--- src/rtl/fbdiv_dither.sv ---
module fbdiv_dither #(
  parameter int CW = 12
) (
  input  logic          clk,
  input  logic          rst_n,
  input  logic          run,
  input  logic [CW-1:0] mult,
  input  logic [CW-1:0] frac,
  output logic          fb_clk,
  output logic          long_cyc,
  output logic [CW-1:0] cnt
);

  localparam logic [CW-1:0] MMIN = CW'(8);
  localparam logic [CW-1:0] FMIN = CW'(2);

  logic [CW-1:0] meff, hi_end, thr, cnt_n;
  logic          fb_n, long_n;

  assign meff   = (mult < MMIN) ? MMIN : mult;
  assign hi_end = meff >> 3;
  assign thr    = (frac < FMIN) ? FMIN : frac;

  always_comb begin
    if (!run)                          cnt_n = '0;
    else if (cnt == '0 || cnt >= meff) cnt_n = CW'(1);
    else                               cnt_n = cnt + CW'(1);
  end

  assign fb_n   = run && (cnt_n != '0) && (cnt_n <= hi_end);
  assign long_n = run && (frac < meff) && (cnt_n >= thr);

  always_ff @(posedge clk or negedge rst_n) begin
    if (!rst_n) begin
      cnt      <= '0;
      fb_clk   <= 1'b0;
      long_cyc <= 1'b0;
    end else begin
      cnt      <= cnt_n;
      fb_clk   <= fb_n;
      long_cyc <= long_n;
    end
  end

endmodule


--- config.mk ---
export PLATFORM = sky130hd
export DESIGN_NAME = fbdiv_dither
export DESIGN_NICKNAME = d
export VERILOG_FILES = /design/src/rtl/fbdiv_dither.sv
export SDC_FILE = /design/constraint.sdc
export NUM_CORES = 1
export LEC_CHECK = 0
export BUFFER_PORTS_ARGS = -buffer_cell sky130_fd_sc_hd__buf_2
export CORE_MARGIN = 1.5
export CORE_UTILIZATION = 50
export CTS_BUF_LIST = sky130_fd_sc_hd__clkbuf_8
export CTS_CLUSTER_SIZE = 8
export DETAILED_ROUTE_END_ITERATION = 8
export HOLD_SLACK_MARGIN = 0.03
export PLACE_DENSITY = 0.76
export REMOVE_ABC_BUFFERS = 1
export SLEW_MARGIN = 15
export SYNTH_ARGS = -nofsm -noshare
export SYNTH_HDL_FRONTEND = slang
export SYNTH_SLANG_ARGS = --single-unit
--- constraint.sdc ---
create_clock -name clk -period 4 [get_ports clk]
set_clock_uncertainty 0.15 [all_clocks]
set_input_delay 0.6 -clock clk [delete_from_list [all_inputs] [get_ports clk]]
set_output_delay 0.6 -clock clk [all_outputs]
set_load 0.01 [all_outputs]
# [After elaboration in Yosys (flattened, before gate mapping)]
# Index checks and enable logic that the tools add are counted.
[word_totals] out_inout_bits=14 ramBits=0 reg_bits=14 n_memories=0 mem_bits_ro=0 latchBits=0 elab_cells=21 input_bits=27
[classes] n_mul=0 add_sub_neg=1 n_shift=0 magnitude_cmp=6 reduce_logical=7 mux=4 bitwise=0 n_div=0 n_eq_ne=0
[op_table] op="2-to-1 mux 12 bit" count=4
[op_table] op="greater-or-equal comparator 12 bit" count=2
[op_table] op="adder 12 x 1 -> 12 bit, second input constant" count=1
[op_table] op="<= comparator 12 x 9 -> 1 bit" count=1
[op_table] op="logical NOT 12 bit" count=1
[op_table] op="< comparator 12 bit" count=1
[op_table] op="< comparator 12 x 2 -> 1 bit, second input constant" count=1
[op_table] op="< comparator 12 x 4 -> 1 bit, second input constant" count=1
[op_table] op="nonzero test 12 bit" count=1
[op_table] op="logical AND 1 bit" count=4
[op_table] op="logical OR 1 bit" count=1

# [Longest topological paths before layout]
[depth] depth_word=9 mapped_depth=16 mapped_depth_nobuf=15

# [Worst setup path before layout]
# Ideal clock, no wire load.
[synth_timing] kind="input to register" start="input mult[9]" end="register fb_clk" required_ns=3.746 slack_ns=-0.437 t_arrival_ns=4.184 setup_ns=0.104 n_path_buf=1 cell_stages=16 cell_sequence="nor4_1 -> nand3_1 -> and2_1 -> ha_1 -> nand2b_1 -> a211o_1 -> a211o_2 -> a211o_1 -> buf_6 -> nor2_1 -> ha_1 -> nor2b_1 -> o211ai_1 -> a21oi_1 -> or4b_2 -> a221oi_1"
[synth_between] elab_chain_len=9 word_cells_on_any_way=10 cone_classes="order compare: 3; mux: 3; reduce/logical: 4"
[synth_rtl] element="from (decl)" line="7" text="input logic [CW-1:0] mult,"
[synth_rtl] element="< comparator 12 x 4 -> 1 bit" line="20" text="assign meff = (mult < MMIN) ? MMIN : mult;"
[synth_rtl] element="2-to-1 mux 12 bit (*)" line="20"
[synth_rtl] element="greater-or-equal comparator 12 bit (*)" line="26" text="else if (cnt == '0 || cnt >= meff) cnt_n = CW'(1);"
[synth_rtl] element="logical OR 1 bit (*)" line="26"
[synth_rtl] element="2-to-1 mux 12 bit (*)" line="26"
[synth_rtl] element="2-to-1 mux 12 bit (*)" line="25" text="if (!run) cnt_n = '0;"
[synth_rtl] element="named net cnt_n[1]" line="17" text="logic [CW-1:0] meff, hi_end, thr, cnt_n;"
[synth_rtl] element="branches (longest 2 deep; another with <= comparator 12 x 9 -> 1 bit)"
[synth_rtl] element="logical AND 1 bit (*)" line="30" text="assign fb_n = run && (cnt_n != '0) && (cnt_n <= hi_end);"
[synth_rtl] element="named net fb_n" line="18" text="logic fb_n, long_n;"
[synth_rtl] element="to (signal assigned)" line="40" text="fb_clk <= fb_n;"
[synth_rtl] element="to (decl)" line="9" text="output logic fb_clk,"
# Mark *: on every way through the listed nets, which the timed path passes.

# [Final worst setup path]
# Same ends and word-level chain as after synthesis.

==> results.sh <==
export IMPL_areaGrowthSynthToFinish_pct=47.8
export IMPL_startpoint_type="primary input"
export IMPL_mostFrequentLayoutCells="buf_4, ha_1, buf_2"
export IMPL_netlist_instances=217
export IMPL_p_leak_nw=1.45
export IMPL_crit_required_ns=4.01
export IMPL_ant_nets=0
export IMPL_period_needed_ns=4.38
export IMPL_first_pass_iters=4
export IMPL_rows=22
export IMPL_wl_mm=6.84
export IMPL_htree_levels=1
export IMPL_grt_pass1_wl_mm=10.0
export IMPL_p_clk_frac=0.292
export IMPL_comb_power_share=0.404
export IMPL_grt_pass1_vias=2159
export IMPL_fmaxAchievable_ghz=0.229
export IMPL_finish_utilization=0.759
export IMPL_pwr_density_cell_nw_per_um2=175
export IMPL_total_power_mw=0.483
export IMPL_switching_share=0.323
export IMPL_grt_usage=0.323
export IMPL_rsz0062_at_grt="true"
export IMPL_yosysWarningCount=0
export IMPL_switchingPower_mw=0.156
export IMPL_regArea_um2=350
export IMPL_layout_commonest_cell="buf_4"
export IMPL_tns_ns=-0.471
export IMPL_numClockSinks=14
export IMPL_ioPinCount=41
export IMPL_worstSetupEndpointType="flip-flop"
export IMPL_slew_limit_headroom=0.663
export IMPL_numCtsBuffers=3
export IMPL_port_buffers=40
export IMPL_layout_cells_non_filler=347
export IMPL_p_seq_frac=0.304
export IMPL_setup_violations=2
export IMPL_drt_initial_drc_count=135
export IMPL_clk_latency_ns=0.25
export IMPL_worst_ep_arrival_time_ns=4.39
export IMPL_syn_cell_area_um2=1870
export IMPL_drv_cap=0
export IMPL_post_place_cells=341
export IMPL_design_area_um2=2760
export IMPL_reg2reg_slack_ns=0.19
export IMPL_hpwl_mm=4.68
export IMPL_routed_via_density=6.15
export IMPL_overflow=0
export IMPL_drc=0
export IMPL_gp_congestion=0.954
export IMPL_setup_ws_ns=-0.376
export IMPL_worstReg2RegEnd="fb_clk"
export IMPL_nNetsFinal=373
export IMPL_die_width_um=64.1
export IMPL_fillers=258
export IMPL_worstSetupPathType="primary input to flip-flop"
export IMPL_multiInputGateArea_um2=1660
export IMPL_vdd_drop_max_uv=110
export IMPL_finalHoldViolCount=0
export IMPL_synth_avg_cell_area_um2=8.60
export IMPL_synth_cell_types=40
export IMPL_diodes=0
export IMPL_internal_power_mw=0.327
export IMPL_pre_cts_slack_ns=-0.754
export IMPL_dieArea_um2=4110
export IMPL_period_share=1.09
export IMPL_vias=2135
export IMPL_dpl_cell_area_um2=2390
export IMPL_path_max_fanout=4
export IMPL_drive_gt1_frac=0.395
export IMPL_cts_tree="done"
export IMPL_die_h_um=64.1
export IMPL_holdWs_ns=0.0970
export IMPL_coreArea_um2=3630
export IMPL_clock_path_buffers=2
export IMPL_grt_max_degree=15
export IMPL_antenna_found_initial=0
export IMPL_start_util=0.513
export IMPL_cts_hold_fix_buffers=0
export IMPL_failed_checks="negative setup slack"
export IMPL_outcome="finished with violations"
export IMPL_ys_seq_elements=14
export IMPL_holdCritPathClass="primary input to asynchronous set/reset pin"
export IMPL_r2r_start="cnt[6]"
export IMPL_post_drt_wl_per_cell_um=19.7
export IMPL_synth_seq_area_share=0.188
export IMPL_finalMaxSlewViolations=0
export IMPL_r2r_cells=12
export IMPL_clock_root_buffer="clkbuf_8"
export IMPL_tightest_slew_ns=0.501
export IMPL_cts_clk_slew_worst_paths_ns=0.06
## worst max path at each step
stage / cells after the start / slack [ns] / endpoint / start
5_1_grt: 17 / -0.44 / fb_clk / mult[9]
4_1_cts: 17 / -0.19 / fb_clk / mult[5]
3_3_place_gp: 17 / -0.61 / fb_clk / mult[9]
6_report: 17 / -0.38 / fb_clk / mult[9]
3_5_place_dp: 17 / -0.75 / fb_clk / mult[9]
2_1_floorplan: 15 / -0.42 / fb_clk / mult[9]
## logic make-up after synthesis
family | synth area share
AND/OR/NAND/NOR | 0.178
AO/OA/AOI/OAI | 0.209
adder cells (fa/ha/maj) | 0.309
buffers and inverters | 0.0651
flip-flops | 0.188
XOR/XNOR | 0.0469
multiplexers | 0.00537
## Yosys cell counts
library cell,n,area share
ha_1,46,0.31
inv_1,25,0.050
nor2_1,16,0.032
dfrtp_1,14,0.19
a21oi_1,11,0.030
nand2_1,9,0.018
o21a_1,9,0.036
o21ai_0,7,0.019
nand3_1,6,0.016
a21o_1,5,0.020
and3_1,5,0.017
nand4_1,5,0.017
nor3_1,5,0.013
nor4_1,5,0.017
xnor2_1,5,0.023
xor2_1,5,0.023
o211ai_1,4,0.016
a211o_1,3,0.014
a31oi_1,3,0.010
nand2b_1,3,0.010
a2111oi_0,2,0.0094
a41oi_1,2,0.0094
and2_1,2,0.0067
and4_1,2,0.0094
buf_6,2,0.012
nor2b_1,2,0.0067
a211o_2,1,0.0054
a211oi_1,1,0.0040
a221o_1,1,0.0054
a221oi_1,1,0.0047
a2bb2oi_1,1,0.0047
a32o_1,1,0.0054
buf_2,1,0.0027
mux2i_1,1,0.0054
nor3_2,1,0.0054
o21bai_1,1,0.0040
o221a_1,1,0.0060
o32a_1,1,0.0054
or4_1,1,0.0040
or4b_2,1,0.0054
## power by group through the flow
| stage | Combinational, mW | Clock [mW] | Sequential (mW) |
|---|---|---|---|
| floorplan | 0.0686 | 0 | 0.152 |
| global placement | 0.137 | 0 | 0.149 |
| detailed placement | 0.143 | 0 | 0.150 |
| CTS | 0.170 | 0.141 | 0.147 |
| global route | 0.209 | 0.148 | 0.147 |
| finish | 0.195 | 0.141 | 0.147 |
## critical path, cell delays in order
cell	delay (ns)
buf_8	0.10
nor4_4	0.27
buf_4	0.17
nand3_4	0.07
and2_4	0.19
ha_4	0.23
nand2b_4	0.13
a211o_1	0.28
a211o_2	0.32
a211o_4	0.38
nor2_4	0.15
ha_4	0.23
nor2b_4	0.13
o211ai_1	0.28
a21oi_1	0.14
or4b_4	0.50
a221oi_2	0.22
## layout make-up
| class | count | area share |
|---|---|---|
| tap | 48 | 0.0218 |
| timing repair buffer | 81 | 0.195 |
| multi-input combinational | 175 | 0.602 |
| clock buffer | 4 | 0.0200 |
| sequential | 14 | 0.127 |
| inverter | 25 | 0.0340 |
## flip-flops by register name, summed over array words and instances (netlist names)
signal / count
long_cyc: 1
cnt: 12
fb_clk: 1
## what timing repair did
action	in CTS	in global routing
cloned	0	0
pin swaps	16	18
buffers inserted	2	0
setup endpoints to repair	2	2
gates resized for setup	37	17
## routing by layer
metal | global-route usage | up-vias | share of wire
li1 | - | 975 | -
met4 | 0.212 | 0 | 0.063
met3 | 0.0493 | 42 | 0.060
met2 | 0.557 | 121 | 0.48
met1 | 0.366 | 997 | 0.40
met5 | 0 | - | 0
No activity file was read; power rests on OpenSTA's default activity.
